### config.mk
export PLATFORM = sky130hd
export DESIGN_NAME = shreg_out_ctrl
export DESIGN_NICKNAME = d
export VERILOG_FILES = /design/src/rtl/shreg_pkg.sv /design/src/rtl/shreg_regs.sv /design/src/rtl/shreg_merge.sv /design/src/rtl/shreg_rate.sv /design/src/rtl/shreg_shift.sv /design/src/rtl/shreg_out_ctrl.sv
export SDC_FILE = /design/constraint.sdc
export NUM_CORES = 1
export LEC_CHECK = 0
export BUFFER_PORTS_ARGS = -buffer_cell sky130_fd_sc_hd__buf_2
export CAP_MARGIN = 0
export CORE_MARGIN = 3
export CORE_UTILIZATION = 40
export DETAILED_ROUTE_END_ITERATION = 10
export RECOVER_POWER = 100
export SLEW_MARGIN = 5
export SYNTH_ARGS = -nofsm -noshare
export SYNTH_HDL_FRONTEND = slang
export SYNTH_SLANG_ARGS = --single-unit
### constraint.sdc
create_clock -name clk -period 2.9 [get_ports clk]
set_input_delay 0.29 -clock clk [delete_from_list [all_inputs] [get_ports clk]]
set_output_delay 0.29 -clock clk [all_outputs]
set_load 0.05 [all_outputs]
### src/rtl/shreg_pkg.sv
`timescale 1ns/1ps
package shreg_pkg;
  localparam int NGRP      = 3;
  localparam int GRP_W     = 8;
  localparam int FRAME_W   = NGRP * GRP_W;
  localparam int NBIT_W    = $clog2(FRAME_W + 1);
  localparam int REG_W     = 32;
  localparam int NREG      = 5;
  localparam int HW_W      = 8;

  localparam int IDX_CTLA  = 0;
  localparam int IDX_CTLB  = 1;
  localparam int IDX_DATA  = 2;

  localparam logic [REG_W-1:0] CTLA_RST = 32'h8000_0000;

  localparam int UPD_BIT   = 31;
  localparam int EDGE_BIT  = 26;
  localparam int MDM_LO    = 24;
  localparam int PHYA_LO   = 27;
  localparam int PHYB_LO   = 15;
  localparam int RATE_LO   = 23;
  localparam int AUTO_BIT  = 31;

  typedef enum logic [1:0] {
    SH_IDLE  = 2'd0,
    SH_LEAD  = 2'd1,
    SH_TRAIL = 2'd2,
    SH_STORE = 2'd3
  } sh_state_e;
endpackage

### src/rtl/shreg_regs.sv
`timescale 1ns/1ps
module shreg_regs
  import shreg_pkg::*;
#(
  parameter int ADDR_W = 5
) (
  input  logic              clk,
  input  logic              rst_n,
  input  logic              bus_sel,
  input  logic              bus_wr,
  input  logic [ADDR_W-1:0] bus_addr,
  input  logic [REG_W-1:0]  bus_wdata,
  output logic [REG_W-1:0]  bus_rdata,
  output logic [REG_W-1:0]  ctla_o,
  output logic [REG_W-1:0]  ctlb_o,
  output logic [REG_W-1:0]  data_o,
  output logic              sw_req_o
);
  localparam int IDX_W = ADDR_W - 2;

  logic [IDX_W-1:0] idx;
  logic             hit;
  logic [REG_W-1:0] word_q [NREG];

  assign idx = bus_addr[ADDR_W-1:2];
  assign hit = (int'(idx) < NREG);

  for (genvar g = 0; g < NREG; g++) begin : g_word
    localparam logic [REG_W-1:0] RSTV = (g == IDX_CTLA) ? CTLA_RST : '0;
    always_ff @(posedge clk or negedge rst_n) begin
      if (!rst_n) begin
        word_q[g] <= RSTV;
      end else if (bus_sel && bus_wr && (int'(idx) == g)) begin
        word_q[g] <= bus_wdata;
      end
    end
  end

  always_comb begin
    bus_rdata = '0;
    for (int i = 0; i < NREG; i++) begin
      if (hit && (int'(idx) == i)) bus_rdata = word_q[i];
    end
  end

  assign ctla_o   = word_q[IDX_CTLA];
  assign ctlb_o   = word_q[IDX_CTLB];
  assign data_o   = word_q[IDX_DATA];
  assign sw_req_o = bus_sel && bus_wr && (int'(idx) == IDX_CTLA) && bus_wdata[UPD_BIT];
endmodule

### src/rtl/shreg_merge.sv
`timescale 1ns/1ps
module shreg_merge
  import shreg_pkg::*;
(
  input  logic [FRAME_W-1:0] soft_i,
  input  logic [HW_W-1:0]    hw_sel_i,
  input  logic [HW_W-1:0]    hw_val_i,
  input  logic [NGRP-1:0]    grp_en_i,
  output logic [FRAME_W-1:0] word_o,
  output logic [NBIT_W-1:0]  nbits_o
);
  for (genvar b = 0; b < FRAME_W; b++) begin : g_bit
    if (b < HW_W) begin : g_hw
      assign word_o[b] = hw_sel_i[b] ? hw_val_i[b] : soft_i[b];
    end else begin : g_sw
      assign word_o[b] = soft_i[b];
    end
  end

  always_comb begin
    nbits_o = '0;
    for (int g = 0; g < NGRP; g++) begin
      if (grp_en_i[g]) nbits_o = NBIT_W'((g + 1) * GRP_W);
    end
  end
endmodule

### src/rtl/shreg_rate.sv
`timescale 1ns/1ps
module shreg_rate #(
  parameter int CLK_HZ = 200_000_000
) (
  input  logic       clk,
  input  logic       rst_n,
  input  logic       en_i,
  input  logic [1:0] code_i,
  output logic       tick_o
);
  localparam int LIM2  = CLK_HZ / 2  - 1;
  localparam int LIM4  = CLK_HZ / 4  - 1;
  localparam int LIM8  = CLK_HZ / 8  - 1;
  localparam int LIM10 = CLK_HZ / 10 - 1;
  localparam int CW    = $clog2(LIM2 + 1);

  logic [CW-1:0] cnt_q;
  logic [CW-1:0] lim;

  always_comb begin
    unique case (code_i)
      2'b00:   lim = CW'(LIM2);
      2'b01:   lim = CW'(LIM4);
      2'b10:   lim = CW'(LIM8);
      default: lim = CW'(LIM10);
    endcase
  end

  assign tick_o = en_i && (cnt_q >= lim);

  always_ff @(posedge clk or negedge rst_n) begin
    if (!rst_n)          cnt_q <= '0;
    else if (!en_i)      cnt_q <= '0;
    else if (cnt_q >= lim) cnt_q <= '0;
    else                 cnt_q <= cnt_q + 1'b1;
  end
endmodule

### src/rtl/shreg_shift.sv
`timescale 1ns/1ps
module shreg_shift
  import shreg_pkg::*;
#(
  parameter int CLK_DIV = 4
) (
  input  logic               clk,
  input  logic               rst_n,
  input  logic               sw_req_i,
  input  logic               tick_i,
  input  logic [FRAME_W-1:0] word_i,
  input  logic [NBIT_W-1:0]  nbits_i,
  input  logic               fall_i,
  output logic               sclk_o,
  output logic               sdat_o,
  output logic               strobe_o,
  output logic               pend_o
);
  localparam int DIV_W = $clog2(CLK_DIV + 1);
  localparam logic [DIV_W-1:0] DIV_LAST = DIV_W'(CLK_DIV - 1);

  sh_state_e          st_q;
  logic               pend_q;
  logic [FRAME_W-1:0] word_q;
  logic [NBIT_W-1:0]  idx_q;
  logic [DIV_W-1:0]   div_q;
  logic               take;

  assign take = (st_q == SH_IDLE) && pend_q;

  always_ff @(posedge clk or negedge rst_n) begin
    if (!rst_n) pend_q <= 1'b0;
    else        pend_q <= (pend_q && !take) || sw_req_i || tick_i;
  end

  always_ff @(posedge clk or negedge rst_n) begin
    if (!rst_n) begin
      st_q   <= SH_IDLE;
      word_q <= '0;
      idx_q  <= '0;
      div_q  <= '0;
    end else begin
      unique case (st_q)
        SH_IDLE: begin
          if (take && (nbits_i != '0)) begin
            word_q <= word_i;
            idx_q  <= nbits_i - 1'b1;
            div_q  <= '0;
            st_q   <= SH_LEAD;
          end
        end
        SH_LEAD: begin
          if (div_q == DIV_LAST) begin
            div_q <= '0;
            st_q  <= SH_TRAIL;
          end else begin
            div_q <= div_q + 1'b1;
          end
        end
        SH_TRAIL: begin
          if (div_q == DIV_LAST) begin
            div_q <= '0;
            if (idx_q == '0) begin
              st_q <= SH_STORE;
            end else begin
              idx_q <= idx_q - 1'b1;
              st_q  <= SH_LEAD;
            end
          end else begin
            div_q <= div_q + 1'b1;
          end
        end
        default: st_q <= SH_IDLE;
      endcase
    end
  end

  assign sclk_o   = (st_q == SH_TRAIL) ? !fall_i : fall_i;
  assign sdat_o   = ((st_q == SH_LEAD) || (st_q == SH_TRAIL)) ? word_q[idx_q] : 1'b0;
  assign strobe_o = (st_q == SH_STORE);
  assign pend_o   = pend_q;
endmodule

### src/rtl/shreg_out_ctrl.sv
`timescale 1ns/1ps
module shreg_out_ctrl
  import shreg_pkg::*;
#(
  parameter int CLK_HZ  = 200_000_000,
  parameter int CLK_DIV = 4,
  parameter int ADDR_W  = 5
) (
  input  logic              clk,
  input  logic              rst_n,
  input  logic              bus_sel,
  input  logic              bus_wr,
  input  logic [ADDR_W-1:0] bus_addr,
  input  logic [31:0]       bus_wdata,
  output logic [31:0]       bus_rdata,
  input  logic [1:0]        mdm_st_i,
  input  logic [2:0]        phy1_st_i,
  input  logic [2:0]        phy2_st_i,
  output logic              ser_clk_o,
  output logic              ser_dat_o,
  output logic              ser_str_o
);
  logic [REG_W-1:0]   ctla, ctlb, data;
  logic               sw_req, tick, pend, edge_fall;
  logic [HW_W-1:0]    hw_sel, hw_val;
  logic [FRAME_W-1:0] word;
  logic [NBIT_W-1:0]  nbits;

  shreg_regs #(.ADDR_W(ADDR_W)) u_regs (
    .clk(clk), .rst_n(rst_n), .bus_sel(bus_sel), .bus_wr(bus_wr),
    .bus_addr(bus_addr), .bus_wdata(bus_wdata), .bus_rdata(bus_rdata),
    .ctla_o(ctla), .ctlb_o(ctlb), .data_o(data), .sw_req_o(sw_req)
  );

  assign edge_fall = ctla[EDGE_BIT];
  assign hw_sel = {ctlb[PHYB_LO+2:PHYB_LO], ctla[PHYA_LO+2:PHYA_LO], ctla[MDM_LO+1:MDM_LO]};
  assign hw_val = {phy2_st_i, phy1_st_i, mdm_st_i};

  shreg_merge u_merge (
    .soft_i(data[FRAME_W-1:0]), .hw_sel_i(hw_sel), .hw_val_i(hw_val),
    .grp_en_i(ctlb[NGRP-1:0]), .word_o(word), .nbits_o(nbits)
  );

  shreg_rate #(.CLK_HZ(CLK_HZ)) u_rate (
    .clk(clk), .rst_n(rst_n), .en_i(ctlb[AUTO_BIT]),
    .code_i(ctlb[RATE_LO+1:RATE_LO]), .tick_o(tick)
  );

  shreg_shift #(.CLK_DIV(CLK_DIV)) u_shift (
    .clk(clk), .rst_n(rst_n), .sw_req_i(sw_req), .tick_i(tick),
    .word_i(word), .nbits_i(nbits), .fall_i(edge_fall),
    .sclk_o(ser_clk_o), .sdat_o(ser_dat_o), .strobe_o(ser_str_o), .pend_o(pend)
  );
endmodule

==> qor.csv, run 1 <==
stage,metric,value,unit
run_status,status,finished with violations,
run_status,violations,"capacitance limit, slew limit",
sta,tightestPinTransition,1.80,ns
synthesis,synth_area,10700,sq um
clocking,clk_path_buf_depth,3,
grt,gr-total-overflow,0,
clocking,h-tree-depth,1,
power_and_ir_drop,peakVddDrop,0.457,mV
grt,grt_pass1_wl,38900,um
worst_setup_path,startpoint_type,register,
cells_and_area,final_common_cell,dfrtp_1,
sta,fin_setup_tns,0,ns
clocking,clock-sinks,222,
grt,grt_util_all_layers,0.169,
cells_and_area,mostFrequentLayoutCells,"dfrtp_1 (220), mux2_2 (176), nand2_1 (58)",
synthesis,async_flop_share,1.00,
synthesis,syn_avg_cell_area,12.9,sq um
routing,routed.top_layer,met4,
sta,slew_headroom,-0.201,
clocking,clk_pin_slew,0.06,ns
sta,rsz0062_at_grt,no,
sta,holdWs,0.0586,ns
routing,vias,6688,
cells_and_area,stdcell_area,12400,sq um
synthesis,synth-seq-cells,222,
placed_design,dp.cells,1224,
sta,finalCriticalPeriod,2.78,ns
hold_path,hold_class,in2reg,
clocking,cts_tree,yes,
routing,met2_wirelength,10900,um
floorplanning,core,26200,sq um
routing,drt-wirelength-per-cell,18.5,um
routing,wl_met1,11300,um
clocking,clk_latency,0.52,ns
synthesis,synth-seq-area-share,0.519,
clocking,cts-root-buf,clkbuf_16,
synthesis,synth-edff-count,0,
routing,drt_iter0_markers,350,
worst_setup_path,end_kind,primary output,
placed_design,dpl_cell_area,11600,sq um
routing,via_per_inst,5.25,
routing,dr.pass1.iters,5,
cells_and_area,area_growth,16.0,%
cells_and_area,antennaDiodeCount,0,
worst_setup_path,path_buf_inv,1,
sta,fmax,360,MHz
floorplanning,die_area,28800,sq um
routing,finalWirelength,23500,um
synthesis,synth_top_area_share,0.517,
routing,drc,0,
grt,antenna_found_initial,0,
synthesis,synthFlopType,dfrtp_1,
power_and_ir_drop,p_per_area,844,nW/um^2
worst_setup_path,arrival,2.49,ns
worst_setup_path,crit_required,2.61,ns
worst_setup_path,crit_type,reg2out,
sta,report.final.slew_viol_count,71,
placed_design,globalplace.congestion,0.793,
run,drv_cap,1,
worst_setup_path,path_common_cell,mux4_2,
worst_setup_path,crit_chain,mux4_2 -> mux4_2 -> mux2i_2 -> nor2b_2 -> buf_6,
grt,grt_pass1_vias,6944,
grt,grt_max_degree,84,
power_and_ir_drop,leakagePower,0.00559,uW
worst_setup_path,path_max_fanout,8,
clocking,cts_made_buffers,26,
sta,setup_viol,0,
power_and_ir_drop,finalPower,10500,uW
synthesis,syn_nets,905,
sta,hold_viol,0,
floorplanning,io_pins,84,
cells_and_area,fill_cells,2389,
sta,finalCritPeriodShare,0.957,
worst_setup_path,cpLargestDelayFamily,multiplexers,
floorplanning,start_util,0.408,
synthesis,yosysWarnings,0,
cells_and_area,fin_nets,998,
worst_setup_path,max_stage_delay,0.54,ns
placed_design,io_buffers,81,
routing,drtAntennaViolNets,0,
placed_design,dpl.hpwl,15600,um
synthesis,synth_area_leaders,"dfrtp_1 (52%), mux2_2 (19%), mux4_2 (7.2%)",
synthesis,synthCells,828,
sta,skew,0.00954,ns
floorplanning,die_x,170,um
routing,met3_length,918,um
floorplanning,die_h,170,um
synthesis,synth_cell_types,48,
synthesis,synth.largest_area_cell,dfrtp_1,
floorplanning,rows,59,
cells_and_area,final_layout_size_suffix_gt1_frac,0.377,
worst_setup_path,cpMaxStageDelayCell,mux4_2,
cells_and_area,fin_cells,1274,
## final cells by class
class / count / area (sq um) / area share
Clock buffer: 35 / 716 / 0.0576
Sequential cell: 222 / 5560 / 0.448
Inverter: 48 / 180 / 0.0145
Multi-Input combinational cell: 517 / 4760 / 0.383
Timing Repair Buffer: 106 / 569 / 0.0459
Clock inverter: 11 / 213 / 0.0171
Tap cell: 335 / 419 / 0.0338
## synthesized netlist by cell type (2+ instances only)
cell      instances
nor3_1            4
nand2_1          58
xnor2_1           8
nor3b_1           2
inv_1            48
mux2i_1          11
nor2b_1           2
mux2_2          176
nand2b_1          5
mux4_2           34
o21ai_0          49
nor3_2            2
buf_2            26
o21a_1            2
and3_1            5
clkbuf_1         12
xor2_1           18
dfrtp_1         221
a21o_1            2
nand4_1           9
nand3_1          19
a21oi_1          13
mux4_1            5
nor2_1           44
a31oi_1           3
ha_1             28
## final timing paths
check	from	to	slack, ns	cells past startpoint
worst max register to register	u_regs.ctlb_o[23]	u_rate.cnt_q[14]	0.30	9
worst min register to register	u_shift.div_q[2]	u_shift.div_q[2]	0.48	1
worst max-delay path	u_shift.idx_q[0]	ser_dat_o	0.12	5
worst min-delay path	bus_wdata[7]	u_regs.ctlb_o[7]	0.06	2
min in group asynchronous	rst_n	u_regs.word_q[8]	0.80	2
max in group asynchronous	rst_n	u_shift.idx_q[0]	0.54	3
## power by group
part / switching [uW] / internal (uW) / leakage, uW
logic: 1320 / 1240 / 0.00237
clock network: 1260 / 2260 / 0.000453
registers: 533 / 3860 / 0.00277
## kinds of logic (layout without fill, tap and decap cells)
kind of cell             Yosys count  after routing  synth area share
multiplexers                     227            227             0.280
flip-flops                       222            222             0.519
AND/OR/NAND/NOR                  157            157            0.0685
buffers and inverters             89            200            0.0362
AO/OA/AOI/OAI                     79             79            0.0420
adder cells (fa/ha/maj)           28             28            0.0327
XOR/XNOR                          26             26            0.0213
## worst reg2reg max path: cells and delay by family, from the launching register on
kind	cells	cell delay [ns]
simple gates	4	0.83
flops	1	0.41
compound gates	1	0.19
buf+inv	2	0.43
fa+ha+maj	2	0.63
## per-stage QoR
stage,setup slack (ns),util
floorplan,0.332,-
global placement,0.384,0.442
detailed placement,0.378,0.442
CTS,0.00714,0.479
global route,0.0189,0.474
finish,0.123,0.474
## flip-flops by register name, indices dropped and copies added (netlist names)
name / cells
u_rate.cnt_q: 27
u_shift.word_q: 24
u_regs.ctlb_o: 32
u_shift.idx_q: 5
u_regs.ctla_o: 32
u_shift.div_q: 3
u_regs.word_q: 64
u_shift.st_q: 2
u_shift.pend_o: 1
u_regs.data_o: 32
## metal layers
layer	vias to the layer above	GRT usage
li1	3131	-
met1	3422	0.249
met2	110	0.265
met3	25	0.0268
met4	0	0.0359
met5	-	0
## timing repair
item,4_1_cts,5_1_grt
resized for setup,2,6
hold buffers,1,0
buffers inserted,3,0
setup endpoints to repair,1,1
endpoints found under the hold margin,69,0
pin swaps,0,0
(Power assumes the default switching activity.)
==> run 2, diff against run 1 <==
MAX_ROUTING_LAYER = met4   (was not set)
==> run 2 against run 1 <==
Against the previous run:
- the run still ends with capacitance limit, slew limit left
- first-iteration DRC count is 1.4% lower
- worst hold slack worse by 0.00054 ns
- cell count unchanged
- clock power is essentially flat
- largest power group unchanged
- combinational power about the same
- utilization is the same
- sequential share of layout area did not move
- highest routed layer unchanged
- critical path depth unchanged
- total power barely moved
==> qor.csv, run 2 (synthesis gave the netlist of run 1 again) <==
stage,metric,value,unit,change
placed_design,post-place-ws,0.378,ns,unchanged
hold_path,hp-start,bus_wdata[7],,
placed_design,dpl.hpwl,15600,um,unchanged
cells_and_area,antennaDiodeCount,0,,unchanged
worst_setup_path,crit_chain,mux4_2 -> mux4_2 -> mux2i_2 -> nor2b_2 -> buf_6,,
clocking,h-tree-depth,1,,unchanged
floorplanning,start_util,0.408,,unchanged
cells_and_area,final_layout_size_suffix_gt1_frac,0.377,,unchanged
placed_design,globalplace.congestion,0.804,,+1.4%
worst_setup_path,startpoint_type,register,,
worst_setup_path,crit_type,reg2out,,
worst_setup_path,arrival,2.48,ns,about the same
run_status,violations,"capacitance limit, slew limit",,
routing,dr.pass1.iters,4,,-1
run_status,status,finished with violations,,
sta,fin_ws,0.135,ns,+0.0113 ns
clocking,cts-root-buf,clkbuf_16,,
worst_setup_path,cpMaxStageDelayCell,mux4_2,,
cells_and_area,fill_cells,2389,,unchanged
grt,gr-total-overflow,0,,unchanged
sta,fin_setup_tns,0,ns,unchanged
sta,finalCriticalPeriod,2.77,ns,-0.0113 ns
sta,slew_headroom,-0.215,,-0.0139
grt,grt_max_degree,84,,unchanged
worst_setup_path,crit_required,2.61,ns,about the same
floorplanning,rows,59,,unchanged
routing,finalWirelength,23500,um,about the same
cells_and_area,final_common_cell,dfrtp_1,,
worst_setup_path,reg2reg_depth,9,,unchanged
clocking,clk_latency,0.52,ns,about the same
routing,drt_iter0_markers,345,,-1.4%
routing,drtAntennaViolNets,0,,unchanged
sta,setup_viol,0,,unchanged
cells_and_area,fin_nets,998,,unchanged
worst_setup_path,path_buf_inv,1,,unchanged
worst_setup_path,reg2reg_from,u_regs.ctlb_o[23],,
power_and_ir_drop,peakVddDrop,0.458,mV,about the same
sta,holdWs,0.0581,ns,-0.000538 ns
floorplanning,die_h,170,um,unchanged
grt,grt_util_all_layers,0.174,,+0.00504
floorplanning,io_pins,84,,unchanged
clocking,clk_path_buf_depth,3,,unchanged
worst_setup_path,end_kind,primary output,,
clocking,clock-sinks,222,,unchanged
cells_and_area,regMostFlops,u_regs.word_q,,
hold_path,hold_class,in2reg,,
clocking,clk_pin_slew,0.06,ns,about the same
clocking,cts_made_buffers,26,,unchanged
run,drv_cap,1,,unchanged
power_and_ir_drop,leakagePower,0.00559,uW,unchanged
worst_setup_path,timing.rr.end,u_rate.cnt_q[14],,
grt,antenna_found_initial,0,,unchanged
hold_path,hold_end,u_regs.ctlb_o[7],,
sta,report.final.slew_viol_count,71,,unchanged
clocking,cts_tree,yes,,
worst_setup_path,max_stage_delay,0.54,ns,about the same
worst_setup_path,path_max_fanout,8,,unchanged
cells_and_area,area_growth,16.0,%,unchanged
routing,vias,6711,,+0.34%
cells_and_area,largest_reg_flops,64,,unchanged
worst_setup_path,cpLargestDelayFamily,multiplexers,,
sta,fmax,362,MHz,+0.41%
routing,via_per_inst,5.27,,+0.34%
cells_and_area,mostFrequentLayoutCells,"dfrtp_1 (220), mux2_2 (176), nand2_1 (58)",,
floorplanning,die_area,28800,sq um,unchanged
worst_setup_path,path_common_cell,mux4_2,,
floorplanning,die_x,170,um,unchanged
worst_setup_path,r2r_slack,0.30,ns,about the same
sta,finalCritPeriodShare,0.954,,-0.00388
sta,skew,0.0128,ns,+0.00325 ns
grt,grt_pass1_wl,38900,um,about the same
hold_path,whs_path_depth,2,,unchanged
sta,tightestPinTransition,1.82,ns,+0.0208 ns
sta,rsz0062_at_grt,no,,
floorplanning,core,26200,sq um,unchanged
routing,drt-wirelength-per-cell,18.5,um,about the same
power_and_ir_drop,p_per_area,843,nW/um^2,about the same
sta,hold_viol,0,,unchanged
placed_design,io_buffers,81,,unchanged
grt,grt_pass1_vias,6931,,-0.19%
routing,drc,0,,unchanged
## run 2: cell counts in the layout (fill, tap and decap cells not counted)
No cell type changed its count.
## run 2: final cells by class
cell class              count  area (sq um)  area share
clock buffers              35           716      0.0576
clock inverters            11           213      0.0171
inverters                  48           180      0.0145
multi-input cells         517          4760       0.383
flip-flops and latches    222          5560       0.448
well taps                 335           419      0.0338
repair buffers            106           569      0.0459
## run 2: where the power goes
group	leakage (uW)	switching, uW	internal [uW]
combinational	0.00237	1310	1240
clock	0.000453	1260	2260
sequential	0.00277	531	3860
total	0.00559	3110	7360
## run 2: what timing repair did
action | CTS | global route
setup endpoints to repair | 1 | 1
hold endpoints to repair | 69 | 0
gates resized for setup | 2 | 6
setup buffers | 3 | 0
hold buffers | 1 | 0
## run 2: layer usage
layer	vias to the layer above	global-route usage	share of wire
met1	3440	0.249	0.48
met3	32	0.0261	0.042
met5	-	-	0
met2	111	0.266	0.46
met4	0	0.0359	0.017
li1	3128	-	-
## run 2: worst register-to-register path: stages, from the launching register on
cell and delay [ns]:
dfrtp_1 0.41, inv_1 0.10, ha_1 0.33, ha_1 0.30, nand4_1 0.09, nor4b_1 0.36
o211ai_1 0.19, nand4_2 0.30, clkbuf_4 0.33, nor2_1 0.08
## run 2: through the flow
step / power (uW) / area, sq um / util / std cells
after floorplan: 6270 / 10700 / - / 828
after global routing: 11100 / 12400 / 0.474 / 1274
final: 10500 / 12400 / 0.474 / 1274
after global placement: 6910 / 11600 / 0.442 / 1224
after CTS: 10600 / 12500 / 0.479 / 1274
after detailed placement: 7000 / 11600 / 0.442 / 1224
## run 2: how the worst max path moves through the flow
stage                     slack [ns]       endpoint             start  cells after the start
after detailed placement        0.38      ser_dat_o  u_shift.idx_q[0]                      5
after CTS                      0.007      ser_dat_o  u_shift.idx_q[0]                      5
after floorplan                 0.33  bus_rdata[10]       bus_addr[3]                      6
final                           0.13      ser_dat_o  u_shift.idx_q[0]                      5
after global routing            0.02   bus_rdata[7]       bus_addr[2]                      6
after global placement          0.38      ser_dat_o  u_shift.idx_q[0]                      5
==> run 3, diff against run 2 <==
CAP_MARGIN = not set   (was 0)
SYNTH_HIERARCHICAL = 1   (was not set)
TNS_END_PERCENT = 100   (was not set)
==> run 3 against run 2 <==
Against the previous run:
- the flow now finishes without violations
- largest cell class unchanged
- via count is 9.3% higher
- first-iteration DRC count shrank 0.58%
- worst hold slack worse by 0.015 ns
==> qor.csv, run 3 <==
stage,metric,value,unit,change
worst_setup_path,r2r_slack,0.25,ns,-0.05 ns
power_and_ir_drop,p_sw,3250,uW,+4.4%
routing,dr.pass1.iters,4,,unchanged
clocking,clk_path_buf_depth,3,,unchanged
hold_path,hold_end,u_regs/word_q[62],,
floorplanning,die_x,179,um,+5.4%
power_and_ir_drop,p_per_area,811,nW/um^2,-3.9%
worst_setup_path,cpMaxStageDelayCell,mux4_2,,
clocking,cts_tree,yes,,
worst_setup_path,cpLargestDelayFamily,multiplexers,,
cells_and_area,antennaDiodeCount,0,,unchanged
power_and_ir_drop,pwr-share-seq,0.421,,+0.002
grt,gr-total-overflow,0,,unchanged
placed_design,dpl.hpwl,17900,um,+15%
floorplanning,io_pins,84,,unchanged
sta,rsz0062_at_grt,no,,
sta,skew,0.00735,ns,-0.00543 ns
clocking,clk_latency,0.52,ns,about the same
cells_and_area,final_common_cell,dfrtp_1,,
placed_design,dp.cells,1349,,+10%
sta,report.final.slew_viol_count,0,,-100%
power_and_ir_drop,p_int,7170,uW,-2.6%
sta,holdWs,0.0428,ns,-0.0153 ns
floorplanning,core,29100,sq um,+11%
cells_and_area,fin_cells,1398,,+9.7%
worst_setup_path,reg2reg_from,u_regs/ctlb_o[23],,
worst_setup_path,crit_required,2.61,ns,about the same
routing,finalWirelength,26500,um,+12%
sta,tightestPinTransition,1.39,ns,-0.433 ns
synthesis,yosysWarnings,6,,+6
hold_path,whs_path_depth,2,,unchanged
synthesis,synthCells,960,,+16%
worst_setup_path,arrival,2.44,ns,-0.04 ns
clocking,clock-sinks,222,,unchanged
grt,grt_pass1_vias,7556,,+9.0%
worst_setup_path,path_buf_inv,1,,unchanged
grt,grt_pass1_wl,43300,um,+11%
synthesis,syn_avg_cell_area,12.4,sq um,-3.9%
worst_setup_path,crit_type,reg2out,,
worst_setup_path,crit_chain,mux4_2 -> nor2b_4 -> a2111oi_2 -> a21oi_1 -> and3_1 -> buf_2,,
sta,fmax,366,MHz,+1.1%
routing,vias,7336,,+9.3%
floorplanning,die_area,31900,sq um,+11%
grt,grt_util_all_layers,0.175,,+0.00168
cells_and_area,largest_reg_flops,64,,unchanged
routing,drc,0,,unchanged
sta,finalCriticalPeriod,2.73,ns,-0.0313 ns
cells_and_area,final_layout_size_suffix_gt1_frac,0.297,,-0.0802
sta,fin_ws,0.166,ns,+0.0313 ns
sta,slew_headroom,0.0741,,+0.289
clocking,clk_pin_slew,0.06,ns,about the same
sta,setup_viol,0,,unchanged
power_and_ir_drop,peakVddDrop,0.445,mV,-2.8%
sta,finalCritPeriodShare,0.943,,-0.0108
worst_setup_path,startpoint_type,register,,
worst_setup_path,path_max_fanout,4,,-4
clocking,cts_made_buffers,26,,unchanged
power_and_ir_drop,comb_power_share,0.252,,+0.008
hold_path,hp-start,bus_wdata[30],,
routing,via_per_inst,5.25,,-0.38%
cells_and_area,fin_nets,1073,,+7.5%
clocking,h-tree-depth,1,,unchanged
clocking,cts-root-buf,clkbuf_16,,
worst_setup_path,max_stage_delay,0.52,ns,-0.02 ns
power_and_ir_drop,leakagePower,0.00585,uW,+4.6%
clocking,cts_setup_buffers,0,,-3
power_and_ir_drop,finalPower,10400,uW,-0.53%
floorplanning,start_util,0.410,,+0.00174
placed_design,post-place-ws,0.245,ns,-0.133 ns
run_status,status,"finished, final reports clean",,
placed_design,io_buffers,81,,unchanged
synthesis,synth_area,11900,sq um,+11%
grt,antenna_found_initial,0,,unchanged
run,drv_cap,0,,-1
worst_setup_path,reg2reg_depth,10,,+1
sta,hold_viol,0,,unchanged
sta,fin_setup_tns,0,ns,unchanged
power_and_ir_drop,swShare,0.312,,+0.0148
worst_setup_path,timing.rr.end,u_rate/cnt_q[21],,
routing,drt_iter0_markers,343,,-0.58%
worst_setup_path,end_kind,primary output,,
grt,grt_max_degree,89,,+6.0%
placed_design,globalplace.congestion,0.752,,-6.4%
hold_path,hold_class,in2reg,,
cells_and_area,regMostFlops,u_regs/word_q,,
cells_and_area,mostFrequentLayoutCells,"dfrtp_1 (220), mux2_2 (145), nand2_1 (67)",,
floorplanning,rows,62,,+5.1%
floorplanning,die_h,179,um,+5.4%
power_and_ir_drop,pwr-share-clk,0.327,,-0.009
cells_and_area,area_growth,7.67,%,
routing,drt-wirelength-per-cell,18.9,um,+2.5%
routing,drtAntennaViolNets,0,,unchanged
==> run 3: changes by cell type in the layout (fill, tap and decap cells not counted), sizes merged, moves of 13 or more <==
cell and delta:
mux2 +42, inv -34, mux4 -33, a31oi +26, nor2 +21, o21ai -13
==> run 3: stage by stage <==
step                       util  instance area, sq um
after floorplan               -                 11900
final                     0.442                 12800
after CTS                 0.454                 13200
after global placement    0.422                 12300
after detailed placement  0.422                 12300
after global routing      0.442                 12800
==> run 3: final cells by class <==
type	count	area [sq um]
fillers	2723	16200
flip-flops and latches	222	5560
multi-input cells	619	5230
clock buffers	33	738
repair buffers	111	623
well taps	384	480
clock inverters	15	171
inverters	14	52.6
==> run 3: worst max path at each step <==
stage / start / end / slack, ns / cells after the start
2_1_floorplan: u_regs/ctlb_o[23] / u_rate/cnt_q[23] / 0.37 / 11
3_3_place_gp: u_regs/ctlb_o[23] / u_rate/cnt_q[24] / 0.28 / 10
5_1_grt: bus_addr[2] / u_regs/data_o[31] / 0.03 / 6
6_report: u_shift/idx_q[0] / ser_dat_o / 0.17 / 6
3_5_place_dp: u_regs/ctlb_o[23] / u_rate/cnt_q[15] / 0.24 / 10
4_1_cts: u_shift/idx_q[0] / ser_dat_o / 0.1 / 6
==> run 3: worst register-to-register path: cells and delay by family (launching register included) <==
kind                       cells  cell delay (ns)
AOI/OAI and AO/OA              3             0.66
adders and majority gates      2             0.60
and+or+nand+nor                3             0.54
DFF                            1             0.44
buffers and inverters          2             0.30
==> run 3: timing repair <==
| item | 4_1_cts | 5_1_grt |
|---|---|---|
| gates resized for setup | 0 | 1 |
| setup endpoints to repair | 0 | 1 |
| hold endpoints to repair | 81 | 0 |
| hold buffers | 1 | 0 |
==> run 3: power groups by stage <==
| stage | clock [uW] | sequential, uW | combinational [uW] |
|---|---|---|---|
| 4_1_cts | 3490 | 4390 | 2820 |
| 3_5_place_dp | 0 | 4440 | 2810 |
| 2_1_floorplan | 0 | 4210 | 2570 |
| 3_3_place_gp | 0 | 4420 | 2750 |
| 6_report | 3400 | 4380 | 2630 |
| 5_1_grt | 3600 | 4500 | 2890 |
==> run 3: metal layers <==
metal / share of wire / vias to the layer above / track usage
met3: 0.041 / 32 / 0.0216
met5: 0 / - / -
met1: 0.48 / 3724 / 0.253
li1: - / 3442 / -
met4: 0.019 / 0 / 0.0383
met2: 0.46 / 138 / 0.267
